==> src/rtl/lft_pkg.sv <==
package lft_pkg;
    localparam int BUF_BYTES   = 4096;
    localparam int CNT_W       = $clog2(BUF_BYTES + 1);
    localparam int PKT_W       = 11;
    localparam int LAT_W       = 8;
    localparam int LAT_DEFAULT = 16;

    typedef struct packed {
        logic             send;
        logic [PKT_W-1:0] len;
        logic             ack;
    } out_t;

    typedef struct packed {
        logic [LAT_W-1:0] pend;
        logic [LAT_W-1:0] act;
    } lat_t;
endpackage

==> src/rtl/lft_latency_reg.sv <==
module lft_latency_reg
    import lft_pkg::*;
#(
    parameter int W   = LAT_W,
    parameter int DEF = LAT_DEFAULT
) (
    input  logic         clk,
    input  logic         rst_n,
    input  logic         wr,
    input  logic [W-1:0] val,
    input  logic         reload,
    output logic [W-1:0] pend,
    output logic         zero_mode
);
    localparam logic [W-1:0] DEF_V = W'(DEF);

    typedef struct packed {
        logic [W-1:0] pend;
        logic [W-1:0] act;
    } st_t;

    st_t st_d, st_q;

    always_comb begin
        st_d = st_q;
        // reload consumes the pending value as it stood before this cycle
        if (reload) st_d.act = st_q.pend;
        if (wr)     st_d.pend = val;
    end

    always_ff @(posedge clk) begin
        if (!rst_n) begin
            st_q.pend <= DEF_V;
            st_q.act  <= DEF_V;
        end else begin
            st_q <= st_d;
        end
    end

    assign pend      = st_q.pend;
    assign zero_mode = (st_q.act == '0);
endmodule

==> src/rtl/lft_timeout_ctr.sv <==
module lft_timeout_ctr
    import lft_pkg::*;
#(
    parameter int W   = LAT_W,
    parameter int DEF = LAT_DEFAULT
) (
    input  logic         clk,
    input  logic         rst_n,
    input  logic         uframe_tick,
    input  logic         ms_tick,
    input  logic         nonempty,
    input  logic         zero_mode,
    input  logic         reload,
    input  logic [W-1:0] reload_val,
    output logic         expire
);
    localparam logic [W-1:0] DEF_V = W'(DEF);
    localparam logic [W-1:0] ONE   = W'(1);

    logic [W-1:0] cnt_d, cnt_q;
    logic         step_ms;

    always_comb begin
        step_ms = ms_tick && nonempty && !zero_mode;
        if (zero_mode) expire = uframe_tick && nonempty;
        else           expire = step_ms && (cnt_q <= ONE);

        cnt_d = cnt_q;
        if (reload)                      cnt_d = reload_val;
        else if (step_ms && cnt_q > ONE) cnt_d = cnt_q - ONE;
    end

    always_ff @(posedge clk) begin
        if (!rst_n) cnt_q <= DEF_V;
        else        cnt_q <= cnt_d;
    end
endmodule

==> src/rtl/lft_packet_decide.sv <==
module lft_packet_decide
    import lft_pkg::*;
#(
    parameter int CW = CNT_W,
    parameter int PW = PKT_W
) (
    input  logic          expire,
    input  logic [CW-1:0] count,
    input  logic [PW-1:0] max_pkt,
    output logic          send,
    output logic [PW-1:0] len
);
    logic full;

    always_comb begin
        full = (max_pkt != '0) && (count >= CW'(max_pkt));
        send = full || (expire && count != '0);
        // full wins over a simultaneous expiry
        len  = full ? max_pkt : PW'(count);
    end
endmodule

==> src/rtl/lft_flush_timer.sv <==
module lft_flush_timer
    import lft_pkg::*;
#(
    parameter int CW  = CNT_W,
    parameter int PW  = PKT_W,
    parameter int LW  = LAT_W,
    parameter int DEF = LAT_DEFAULT
) (
    input  logic          clk,
    input  logic          rst_n,
    input  logic          uframe_tick,
    input  logic          ms_tick,
    input  logic [CW-1:0] buf_count,
    input  logic [PW-1:0] max_pkt,
    input  logic          lat_wr,
    input  logic [LW-1:0] lat_val,
    output logic          send_pkt,
    output logic [PW-1:0] send_len,
    output logic          tmr_ack
);
    typedef struct packed {
        logic          send;
        logic [PW-1:0] len;
        logic          ack;
    } o_t;

    o_t            out_d, out_q;
    logic          send_c;
    logic [PW-1:0] len_c;
    logic          expire;
    logic          zero_mode;
    logic [LW-1:0] pend;

    lft_latency_reg #(.W(LW), .DEF(DEF)) u_lat (
        .clk(clk), .rst_n(rst_n), .wr(lat_wr), .val(lat_val),
        .reload(send_c), .pend(pend), .zero_mode(zero_mode)
    );

    lft_timeout_ctr #(.W(LW), .DEF(DEF)) u_ctr (
        .clk(clk), .rst_n(rst_n), .uframe_tick(uframe_tick),
        .ms_tick(ms_tick), .nonempty(buf_count != '0),
        .zero_mode(zero_mode), .reload(send_c), .reload_val(pend),
        .expire(expire)
    );

    lft_packet_decide #(.CW(CW), .PW(PW)) u_dec (
        .expire(expire), .count(buf_count), .max_pkt(max_pkt),
        .send(send_c), .len(len_c)
    );

    always_comb begin
        out_d      = '0;
        out_d.send = send_c;
        out_d.len  = send_c ? len_c : '0;
        out_d.ack  = send_c;
    end

    always_ff @(posedge clk) begin
        if (!rst_n) out_q <= '0;
        else        out_q <= out_d;
    end

    assign send_pkt = out_q.send;
    assign send_len = out_q.len;
    assign tmr_ack  = out_q.ack;
endmodule

==> config.mk <==
export PLATFORM = sky130hd
export DESIGN_NAME = lft_flush_timer
export DESIGN_NICKNAME = d
export VERILOG_FILES = /design/src/rtl/lft_pkg.sv /design/src/rtl/lft_latency_reg.sv /design/src/rtl/lft_timeout_ctr.sv /design/src/rtl/lft_packet_decide.sv /design/src/rtl/lft_flush_timer.sv
export SDC_FILE = /design/constraint.sdc
export NUM_CORES = 1
export LEC_CHECK = 0
export ABC_AREA = 1
export ABC_CLOCK_PERIOD_IN_PS = 1670
export BUFFER_PORTS_ARGS = -buffer_cell sky130_fd_sc_hd__buf_2
export CORE_MARGIN = 3
export CORE_UTILIZATION = 41
export DETAILED_ROUTE_END_ITERATION = 8
export PLACE_DENSITY = 0.64
export SLEW_MARGIN = 10
export SYNTH_ARGS = -nofsm -noshare
export SYNTH_HDL_FRONTEND = slang
export SYNTH_SLANG_ARGS = --single-unit
==> constraint.sdc <==
create_clock -name clk -period 1.67 [get_ports clk]
set_input_delay 0.334 -clock clk [delete_from_list [all_inputs] [get_ports clk]]
set_output_delay 0.334 -clock clk [all_outputs]
set_load 0.03 [all_outputs]
==> Yosys cells after proc, flatten, opt, wreduce, memory -nomap -nowiden <==
Index checks and enable logic that the tools add are counted.
{ "word_totals": {"regBits": 36, "elab_cells": 27} }
{ "op_classes": {"n_addsub": 1, "order_cmp": 3, "muxes": 4, "n_reduce_logical": 14} }
{ "op_table": {"columns": ["operator", "n"], "rows": [
  ["$mux 8", 2],
  ["$ge 13x11->1", 1],
  ["$reduce_bool 13->1", 1],
  ["$mux 11", 1],
  ["$reduce_bool 11->1", 1],
  ["$gt 8x1->1 const B", 1],
  ["$le 8x1->1 const B", 1],
  ["$logic_not 8->1", 1],
  ["$sub 8x1->8 const B", 1],
  ["$logic_and 1x1->1", 7],
  ["$reduce_and 2->1", 1],
  ["$reduce_bool 2->1", 1],
  ["$logic_not 1->1", 1],
  ["$logic_or 1x1->1", 1],
  ["$mux 1", 1]
]} }

==> Longest topological paths before layout <==
Gate-level depths: netlist of run 1.
{ "logic_depth": {"ltp_word": 8, "ltp_mapped": 15, "mapped_depth_nobuf": 14} }

==> Hierarchy <==
From an unflattened synthesis of run 1, not the netlist that was laid out.
{ "hier_totals": {"hier_cells": 346, "hier_area_um2": 2224.6} }
{ "by_module_without_submodules": {"columns": ["module", "instances", "cells_each", "area_per_inst_um2"], "rows": [
  ["lft_timeout_ctr", 1, 107, 635.6],
  ["lft_latency_reg", 1, 82, 625.6],
  ["lft_packet_decide", 1, 106, 566.8],
  ["lft_flush_timer", 1, 51, 396.6]
]} }

==> Worst setup path after synthesis of run 1 <==
OpenSTA, ideal clock, no wires.
{ "synth_path": {"path_kind": "input-to-reg", "start": "input port max_pkt[4]", "end": "register u_ctr.cnt_q[2]", "t_arrival_ps": 1583, "required_time_ps": 1542, "slack_ps": -41, "stages": 15, "cell_sequence": "inv_1 ha_1 nand2_1 nor2_1 nand2_1 nor2_1 nor2_1 nand3_2 nand2_4 nand2_2 buf_6 nand2_1 nand2_1 nor2_1 nor2_1"} }
{ "synth_between": {"elab_chain_cells": 4} }
{ "synth_rtl": {"columns": ["element", "line_no", "text"], "rows": [
  ["start, declared", "lft_flush_timer.sv:14", "input logic [PW-1:0] max_pkt,"],
  ["$ge 13x11->1 / $reduce_bool 11->1 (equally long branches)", "lft_packet_decide.sv:16", "full = (max_pkt != '0) && (count >= CW'(max_pkt));"],
  ["$logic_and 1x1->1 (*)", "lft_packet_decide.sv:16", null],
  ["$logic_or 1x1->1 (*)", "lft_packet_decide.sv:17", "send = full || (expire && count != '0);"],
  ["$mux 8 / $reduce_bool 2->1 (equally long branches)", null, null],
  ["end signal, assigned", "lft_timeout_ctr.sv:35", "else cnt_q <= cnt_d;"],
  ["end, declared", "lft_timeout_ctr.sv:20", "logic [W-1:0] cnt_d, cnt_q;"]
]} }
Mark *: on every way between the ends. The rest lies on a longest branch, timed or not.
A chain may end at the register's enable or synchronous reset.

==> Worst setup path in the final report of run 1 <==
{ "layout_path": {"start": "register u_ctr.cnt_q[1]", "end": "register u_ctr.cnt_q[6]"} }
{ "layout_between": {"elab_chain_cells": 6} }
{ "layout_rtl": {"columns": ["element", "line_no", "text"], "rows": [
  ["$le 8x1->1", "lft_timeout_ctr.sv:26", "else expire = step_ms && (cnt_q <= ONE);"],
  ["$logic_and 1x1->1", "lft_timeout_ctr.sv:26", null],
  ["$mux 1", "lft_timeout_ctr.sv:25", "if (zero_mode) expire = uframe_tick && nonempty;"],
  ["$logic_and 1x1->1", "lft_packet_decide.sv:17", null],
  ["$logic_or 1x1->1", "lft_packet_decide.sv:17", null],
  ["$mux 8 / $reduce_bool 2->1 (equally long branches)", null, null]
]} }
Several ways; a longest one is shown, not always the timed one. The select of a mux whose other input is x is not followed.

==> out/metrics.yaml, run 1 <==
post-cts-setup-buffers: 0
p_leak_uw: 0.00141
startpoint_type: "flop"
cpMaxStageDelayCell: "dfxtp_2"
gr-usage-met1_pct: 27.3
critPathRequiredTime_ps: 1820
initial_utilization_pct: 44.2
hold_class: "in2reg"
yosys_warnings: 0
r2r-end: "u_ctr.cnt_q[6]"
yosysUniqueCellTypes: 26
worstPathCellList: "inv_2, ha_4, o21ai_2, nor2_2, nand2_1, nand2_1, nand2_2, nand2_4, buf_12, nand2_4, nand2_2, nor2_2, nor2_1"
die_w_microns: 76.2
routed_wl_microns: 5190
grt_util_all_layers_pct: 18.2
cts_root_buffer: "clkbuf_8"
cts_buffers: 5
setup_viol: 0
syn_area_sq_um: 2020
max_freq_mhz: 616
hold_depth: 3
relSlewSlack_pct: 69.1
clk_latency_ps: 280
drtIter0Drc: 114
fin_setup_tns_ps: 0
yosysSeqAreaShare_pct: 35.7
min_to: "u_lat.pend[4]"
h-tree-depth: 2
core_area_sq_um: 4560
areaGrowthSynthToFinish_pct: 51.0
die-area_sq_um: 5800
place.port_buffers: 49
cp_max_fo: 5
via_per_inst: 4.59
postRouteAntennaNets: 0
tightest_slew_ps: 463
use_met3_pct: 3.55
synth_seq_cells: 36
finClkSkew_ps: 4.19
power_density_nw_per_um2: 792
grt_antenna_before_repair: 0
reg2reg_slack_ps: 50
vias: 2037
status: "completed"
maxSlewViolCount: 0
io_pins: 50
r2r_start: "u_ctr.cnt_q[1]"
dp_hpwl_microns: 4070
syn_nets: 345
syn_area_per_cell_sq_um: 6.84
finalCoreUtilization_pct: 66.7
critPathMaxStageDelay_ps: 350
layout.nets: 428
clockBufferDepth: 2
post_drt_wl_per_cell_microns: 11.7
fin_crit_sh_pct: 97.2
cp-end-kind: "flop"
synthCells: 295
min_from: "lat_val[4]"
grt_pass1_wl_microns: 8580
grt_max_degree: 14
antennaDiodeCount: 0
fin_crit_ps: 1620
cp.arrival_ps: 1780
path_class: "reg2reg"
reg2regPathDepth: 13
die_h_microns: 76.2
ir_drop_v: 0.000673
met2_usage_pct: 26.3
dr.pass1.iters: 4
rows: 24
grt_pass1_vias: 1861
drc: 0
path_clk_slew_ps: 70
rsz0062_at_grt: "yes"
drv_cap: 0
overflow: 0
cts_tree: "yes"
cts_num_sinks: 36
gp_congestion: 0.875
busiest_layer: "met1"
hold_viol_final: 0
drive_above_1_share_pct: 43.5
==> final cells by class <==
class                           count  area [sq um]
Timing Repair Buffer               83           543
Sequential cell                    36           723
Fill cell                         414          1520
Clock inverter                      1          30.0
Inverter                           36           168
Tap cell                           65          81.3
Multi-Input combinational cell    216          1410
Clock buffer                        7          96.3
==> per-stage QoR <==
| stage | setup WS, ps | hold WS, ps | cells | area [sq um] | power, uW |
|---|---|---|---|---|---|
| final | 46.6 | 262 | 444 | 3050 | 2410 |
| after global placement | -230 | 444 | 435 | 2750 | 1530 |
| after CTS | 0.423 | 254 | 443 | 2880 | 2360 |
| after global routing | -70.2 | 278 | 444 | 3050 | 2550 |
| after floorplan | -6.40 | 429 | 295 | 2200 | 1310 |
| after detailed placement | -306 | 450 | 435 | 2750 | 1540 |
==> worst max-delay path: cells and delay by family (launching register included) <==
family / cells / cell delay, ps
flops: 1 / 350
buf+inv: 2 / 210
fa+ha+maj: 1 / 160
compound gates: 1 / 160
simple gates: 9 / 620
==> placed cells by master, fill, tap and decap left out, types with 2 or more instances in the layout <==
cell type	instances
inv_2	7
nor3_1	3
dfxtp_2	2
ha_4	12
nand3_1	20
a21oi_1	16
buf_4	32
inv_4	3
nand4_1	3
nand2_4	5
nor2_2	12
nor4_4	2
dfxtp_1	34
o21ai_1	2
nand2_2	11
nand3_2	4
nand2_1	55
buf_6	2
a21oi_2	7
o21ai_0	7
xor2_1	3
buf_2	47
clkbuf_8	7
nor2_1	45
o21ai_2	2
inv_1	23
==> report_power, final <==
part	total (uW)	leakage, uW	internal (uW)	switching [uW]
sequential	953	0.000298	919	34.2
clock	819	0.0000645	526	292
combinational	641	0.00104	279	362
total	2410	0.00141	1720	688
==> Yosys cell counts <==
cell | number | share of area [%]
nor4_4 | 2 | 2.1
nor3_1 | 3 | 0.74
inv_1 | 35 | 6.5
dfxtp_1 | 36 | 36
ha_1 | 13 | 8.1
nand2_4 | 1 | 0.56
nor2_1 | 57 | 11
buf_2 | 2 | 0.50
a21oi_1 | 23 | 5.7
nand2_2 | 2 | 0.62
buf_6 | 1 | 0.56
nand3b_1 | 1 | 0.37
nand2_1 | 68 | 13
nand4_1 | 3 | 0.93
xnor2_1 | 1 | 0.43
nand3_4 | 1 | 0.87
nor2_2 | 1 | 0.31
clkinv_4 | 1 | 0.43
buf_4 | 1 | 0.37
nand3_2 | 2 | 0.99
o21ai_2 | 1 | 0.43
xor2_1 | 4 | 1.7
clkbuf_1 | 3 | 0.56
o21ai_0 | 10 | 2.5
nand3_1 | 22 | 5.5
nor2b_1 | 1 | 0.31
==> state kept, by name, summed over array words and instances (netlist names) <==
signal       flops
send_len        11
u_lat.st_q       8
u_ctr.cnt_q      8
u_lat.pend       8
tmr_ack          1
==> cells by family after synthesis <==
logic type / after synthesis / share of synthesized area [%]
XOR/XNOR: 5 / 2.17
AND/OR/NAND/NOR: 164 / 36.5
flip-flops: 36 / 35.7
adder cells (fa/ha/maj): 13 / 8.06
AO/OA/AOI/OAI: 34 / 8.62
buffers and inverters: 43 / 8.93
==> per-layer routing <==
| layer | share of wire (%) | wire length, microns |
|---|---|---|
| met1 | 50 | 2610 |
| met2 | 44 | 2280 |
| met3 | 5.4 | 280 |
| met4 | 0.37 | 19 |
| met5 | 0 | 0 |
==> repair_timing <==
action / 4_1_cts / 5_1_grt
resized for setup: 4 / 45
pin swaps: 0 / 18
gates cloned: 0 / 1
setup endpoints to repair: 15 / 28
hold buffers: 0 / 0
==> how the worst max path moves through the flow <==
stage                               from  slack (ps)        endpoint  cells past startpoint
final                     u_ctr.cnt_q[1]          50  u_ctr.cnt_q[6]                     13
after global routing      u_ctr.cnt_q[0]         -70  u_ctr.cnt_q[6]                     11
after CTS                 u_ctr.cnt_q[0]         0.4  u_ctr.cnt_q[7]                     13
after detailed placement     max_pkt[10]        -310  u_ctr.cnt_q[7]                     14
after global placement       max_pkt[10]        -230  u_ctr.cnt_q[7]                     14
after floorplan              max_pkt[10]          -6  u_ctr.cnt_q[2]                     15
Power figures use the tool's default switching activity.
==> run 2: changes to the inputs <==
--- a/config.mk
+++ b/config.mk
@@ -6,12 +6,13 @@
 export NUM_CORES = 1
 export LEC_CHECK = 0
 export ABC_AREA = 1
-export ABC_CLOCK_PERIOD_IN_PS = 1670
+export ABC_CLOCK_PERIOD_IN_PS = 2100
 export BUFFER_PORTS_ARGS = -buffer_cell sky130_fd_sc_hd__buf_2
 export CORE_MARGIN = 3
 export CORE_UTILIZATION = 41
 export DETAILED_ROUTE_END_ITERATION = 8
-export PLACE_DENSITY = 0.64
+export PLACE_DENSITY = 0.61
+export SETUP_SLACK_MARGIN = 0.3
 export SLEW_MARGIN = 10
 export SYNTH_ARGS = -nofsm -noshare
 export SYNTH_HDL_FRONTEND = slang
==> constraint.sdc (replaced) <==
create_clock -name clk -period 2.1 [get_ports clk]
set_input_delay 0.42 -clock clk [delete_from_list [all_inputs] [get_ports clk]]
set_output_delay 0.42 -clock clk [all_outputs]
set_load 0.03 [all_outputs]
==> out/metrics.yaml, run 2 (synthesis results as in run 1) <==
status: "completed"
antennaDiodeCount: 0  # unchanged
n_fill_cell: 470  # +14%
die_h_microns: 76.2  # unchanged
cts_num_sinks: 36  # unchanged
overflow: 0  # unchanged
p_leak_uw: 0.00128  # -9.3%
areaGrowthSynthToFinish_pct: 32.4
cpMaxStageDelayCell: "ha_4"
rows: 24  # unchanged
drive_above_1_share_pct: 28.3  # -15 points
final_common_cell: "nand2_1"
grt_max_degree: 14  # unchanged
relSlewSlack_pct: 70.1  # +1.1 points
ir_drop_v: 0.000419  # -38%
cp.arrival_ps: 1870  # +90 ps
worstPathCellList: "buf_2, ha_4, nand2_1, nor2_1, nand2_1, nor2_2, nor2_2, nand3_2, nand2_4, nand2_8, nand2_2, buf_12, a21oi_1"
largest_reg_flops: 11  # unchanged
fin_setup_tns_ps: 0  # unchanged
cts_buffers: 5  # unchanged
hold_viol_final: 0  # unchanged
cp-end-kind: "flop"
setup_viol: 0  # unchanged
cts_root_buffer: "clkbuf_8"
path_class: "in2reg"
busiest_layer: "met1"
drc: 0  # unchanged
power_uw: 1690  # -30%
fin_crit_ps: 1660
grt_pass1_vias: 1884  # +1.2%
grt_pass1_wl_microns: 8470  # -1.3%
rsz0062_at_grt: "yes"
final_cell_mix: "nand2_1 (64), nor2_1 (55), buf_2 (49)"
maxSlewViolCount: 0  # unchanged
fin_crit_sh_pct: 78.8
tightest_slew_ps: 444  # -18.7 ps
layout.nets: 410  # -4.2%
grt_antenna_before_repair: 0  # unchanged
place.port_buffers: 49  # unchanged
startpoint_type: "input port"
use_met3_pct: 3.90  # +0.35 points
path_clk_slew_ps: 70  # about the same
met2_usage_pct: 25.2  # -1.2 points
max_freq_mhz: 604
gp_congestion: 0.923  # +5.5%
fin_ws_ps: 444  # +398 ps
clk_latency_ps: 280  # about the same
whs_ps: 344  # +82.3 ps
hold_class: "in2reg"
die_w_microns: 76.2  # unchanged
via_per_inst: 4.64  # +1.2%
io_pins: 50  # unchanged
initial_utilization_pct: 44.2  # unchanged
die-area_sq_um: 5800  # unchanged
cts_hold_buf: 0  # unchanged
cp_max_fo: 12  # +7
postRouteAntennaNets: 0  # unchanged
post_drt_wl_per_cell_microns: 11.8  # +0.93%
drv_cap: 0  # unchanged
vias: 1977  # -2.9%
critPathRequiredTime_ps: 2320  # +500 ps
grt_util_all_layers_pct: 17.8  # -0.41 points
finClkSkew_ps: 4.17  # -0.0143 ps
critPathMaxStageDelay_ps: 270  # -80 ps
core_area_sq_um: 4560  # unchanged
h-tree-depth: 2  # unchanged
drtIter0Drc: 104  # -8.8%
cts_tree: "yes"
place_ws_ps: 17.8  # +324 ps
dp_hpwl_microns: 3930  # -3.5%
finalCoreUtilization_pct: 58.5  # -8.2 points
routed_wl_microns: 5030  # -3.2%
gr-usage-met1_pct: 26.6  # -0.67 points
dr.pass1.iters: 4  # unchanged
clockBufferDepth: 2  # unchanged
power_density_nw_per_um2: 632  # -20%
-- run 2: changes by cell type in the layout (fill, tap and decap cells not counted), sizes merged --
cell / before / now
clkbuf: 8 / 7
buf: 82 / 65
clkinvlp: 0 / 1
bufinv: 1 / 0
-- run 2: final timing paths --
kind	start	depth (start not counted)	endpoint	slack, ps
setup / recovery	buf_count[2]	13	send_len[0]	440
hold / removal	lat_val[4]	3	u_lat.pend[4]	340
setup reg to reg	u_ctr.cnt_q[0]	12	u_ctr.cnt_q[7]	470
hold reg to reg	u_lat.st_q[4]	2	u_lat.st_q[4]	460
-- run 2: metal layers --
layer | share of wire [%] | wire [microns] | vias to the layer above
met4 | 1.7 | 86 | 0
met3 | 6.7 | 336 | 9
li1 | - | - | 1064
met5 | 0 | 0 | -
met2 | 41 | 2040 | 57
met1 | 51 | 2560 | 847
-- run 2: what timing repair did --
| item | 4_1_cts | 5_1_grt |
|---|---|---|
| buffers inserted | 0 | 1 |
| pin swaps | 0 | 6 |
| resized for setup | 1 | 24 |
| setup endpoints to repair | 7 | 21 |
-- run 2: final cells by class --
cell class              count  area, sq um  area share, %
clock buffers               7         86.3           3.23
clock inverters             1         7.51          0.281
inverters                  36          140           5.25
multi-input cells         216         1250           46.9
flip-flops and latches     36          722           27.0
well taps                  65         81.3           3.04
repair buffers             65          382           14.3
-- run 2: critical path, delay by kind of cell --
family / cells / cell delay (ps)
AOI/OAI and AO/OA: 1 / 120
adders and majority gates: 1 / 270
buffers and inverters: 2 / 290
and+or+nand+nor: 9 / 750
-- run 2: per-stage QoR --
stage / cells / area [sq um]
finish: 426 / 2670
global route: 426 / 2670
CTS: 425 / 2530
detailed placement: 417 / 2430
global placement: 417 / 2430
floorplan: 295 / 2020
-- run 2: power by group --
| group | internal [uW] | switching (uW) | total (uW) |
|---|---|---|---|
| combinational | 170 | 257 | 427 |
| clock | 266 | 243 | 509 |
| sequential | 731 | 21.7 | 752 |
==> run 3: changes to the inputs <==
--- a/config.mk
+++ b/config.mk
@@ -6,12 +6,12 @@
 export NUM_CORES = 1
 export LEC_CHECK = 0
 export ABC_AREA = 1
-export ABC_CLOCK_PERIOD_IN_PS = 2100
+export ABC_CLOCK_PERIOD_IN_PS = 1400
 export BUFFER_PORTS_ARGS = -buffer_cell sky130_fd_sc_hd__buf_2
 export CORE_MARGIN = 3
 export CORE_UTILIZATION = 41
 export DETAILED_ROUTE_END_ITERATION = 8
-export PLACE_DENSITY = 0.61
+export PLACE_DENSITY = 0.64
 export SETUP_SLACK_MARGIN = 0.3
 export SLEW_MARGIN = 10
 export SYNTH_ARGS = -nofsm -noshare
==> constraint.sdc (replaced) <==
create_clock -name clk -period 1.4 [get_ports clk]
set_input_delay 0.28 -clock clk [delete_from_list [all_inputs] [get_ports clk]]
set_output_delay 0.28 -clock clk [all_outputs]
set_load 0.03 [all_outputs]
==> out/metrics.yaml, run 3 (synthesis results as in run 1) <==
hold_class: "in2reg"
fin_cells: 468  # +9.9%
fin_setup_tns_ps: -6100  # -6100 ps
cts_root_buffer: "clkbuf_8"
p_leak_uw: 0.00156  # +22%
grt_pass1_wl_microns: 9650  # +14%
drv_cap: 0  # unchanged
initial_utilization_pct: 44.2  # unchanged
vias: 2273  # +15%
drtIter0Drc: 117  # +13%
clockBufferDepth: 2  # unchanged
post_drt_wl_per_cell_microns: 12.9  # +8.9%
layout.nets: 452  # +10%
via_per_inst: 4.86  # +4.7%
cp_max_fo: 6  # -6
cts_num_sinks: 36  # unchanged
largest_reg_flops: 11  # unchanged
cp.arrival_ps: 1860  # about the same
critPathMaxStageDelay_ps: 380  # +110 ps
fin_crit_ps: 1690
path_class: "reg2reg"
grt_pass1_vias: 2236  # +19%
violations: "setup timing"
postRouteAntennaNets: 0  # unchanged
dr.pass1.iters: 4  # unchanged
place.port_buffers: 49  # unchanged
routed_wl_microns: 6010  # +20%
status: "finished, violations left"
areaGrowthSynthToFinish_pct: 69.9
die-area_sq_um: 5800  # unchanged
final_common_cell: "buf_4"
relSlewSlack_pct: 67.0  # -3.2 points
drive_above_1_share_pct: 51.6  # +23 points
cp-end-kind: "flop"
fin_ws_ps: -287  # -732 ps
path_clk_slew_ps: 80  # about the same
cts_buffers: 5  # unchanged
place_ws_ps: -643  # -660 ps
antennaDiodeCount: 0  # unchanged
startpoint_type: "flop"
critPathRequiredTime_ps: 1570  # -750 ps
rows: 24  # unchanged
max_freq_mhz: 593
core_area_sq_um: 4560  # unchanged
rsz0062_at_grt: "yes"
maxSlewViolCount: 0  # unchanged
cts_tree: "yes"
grt_util_all_layers_pct: 20.1  # +2.3 points
multiInputGateArea_sq_um: 1520  # +21%
drc: 0  # unchanged
die_w_microns: 76.2  # unchanged
cpMaxStageDelayCell: "dfxtp_4"
io_pins: 50  # unchanged
hold_viol_final: 0  # unchanged
place_inst: 448  # +7.4%
worstPathCellList: "inv_4, ha_4, o21ai_2, nor2_2, nand2_1, nand2_2, nand2_4, buf_6, buf_8, nand3_2, nand2_1, nor2_1, nor2_1"
power_density_nw_per_um2: 826  # +31%
n_fill_cell: 364  # -23%
tightest_slew_ps: 495  # +50.4 ps
path_buf_inv: 3  # +1
die_h_microns: 76.2  # unchanged
overflow: 0  # unchanged
ir_drop_v: 0.000418  # -0.19%
dp_hpwl_microns: 4190  # +6.7%
seq_area_sq_um: 726  # +0.52%
clk_latency_ps: 290  # about the same
fin_crit_sh_pct: 121
final_cell_mix: "buf_4 (53), nor2_1 (49), nand2_1 (47)"
finClkSkew_ps: 7.86  # +3.69 ps
crit_family: "simple AND/OR/NAND/NOR gates"
gp_congestion: 0.841  # -8.9%
setup_viol: 28  # +28
grt_max_degree: 14  # unchanged
grt_antenna_before_repair: 0  # unchanged
h-tree-depth: 2  # unchanged
[run 3: changes by cell type in the layout (fill, tap and decap cells not counted), moves of 7 or more]
cell     delta
buf_4      +39
buf_2      -17
nand2_1    -17
inv_1      -15
a21oi_1    -11
a21oi_2    +11
buf_6      +11
nand2_2    +11
ha_4        +7
nand2_4     +7
[run 3: metrics by stage]
stage	util (%)	power (uW)	hold slack, ps	area, sq um
finish	75.1	2830	195	3430
global route	75.1	2990	206	3430
CTS	70.7	2740	195	3230
global placement	62.8	1880	443	2870
detailed placement	62.8	1890	443	2870
floorplan	-	1570	402	2230
[run 3: worst min-delay path: stages]
cell     delay [ps]
buf_2            80
nand2_1          40
nand3_1          70
[run 3: worst paths after layout]
path	slack [ps]	end	depth (start not counted)	from
setup reg to reg	-290	u_ctr.cnt_q[7]	13	u_ctr.cnt_q[0]
hold reg to reg	470	u_lat.st_q[4]	2	u_lat.st_q[4]
hold / removal	200	u_lat.pend[4]	3	lat_val[4]
setup / recovery	-290	u_ctr.cnt_q[7]	13	u_ctr.cnt_q[0]
[run 3: metal layers]
layer	vias to the layer above	global-route usage [%]	share of wire, %	wire length (microns)
met5	-	0	0	0
met4	0	7.97	2.3	140
met3	15	4.02	3.7	223
met2	53	37.3	54	3260
met1	1046	22.4	40	2390
li1	1159	-	-	-
[run 3: area by class of cell]
class	instances	share of cell area [%]
timing repair buffer	105	23.6
clock inverter	3	0.547
clock buffer	5	2.01
multi-input combinational	217	44.3
tap	65	2.37
timing repair inverter	1	0.255
sequential	36	21.2
inverter	36	5.69
[run 3: what timing repair did]
item / CTS / global route
hold buffers: 0 / 0
setup endpoints to repair: 28 / 36
gates resized for setup: 51 / 60
gates cloned: 2 / 1
buffers inserted: 5 / 4
pin swaps: 22 / 28
[run 3: report_power, final]
group	switching [uW]	leakage, uW	internal, uW
logic	509	0.00121	449
clock network	394	0.0000479	347
registers	38.4	0.000299	1100
total	941	0.00156	1890
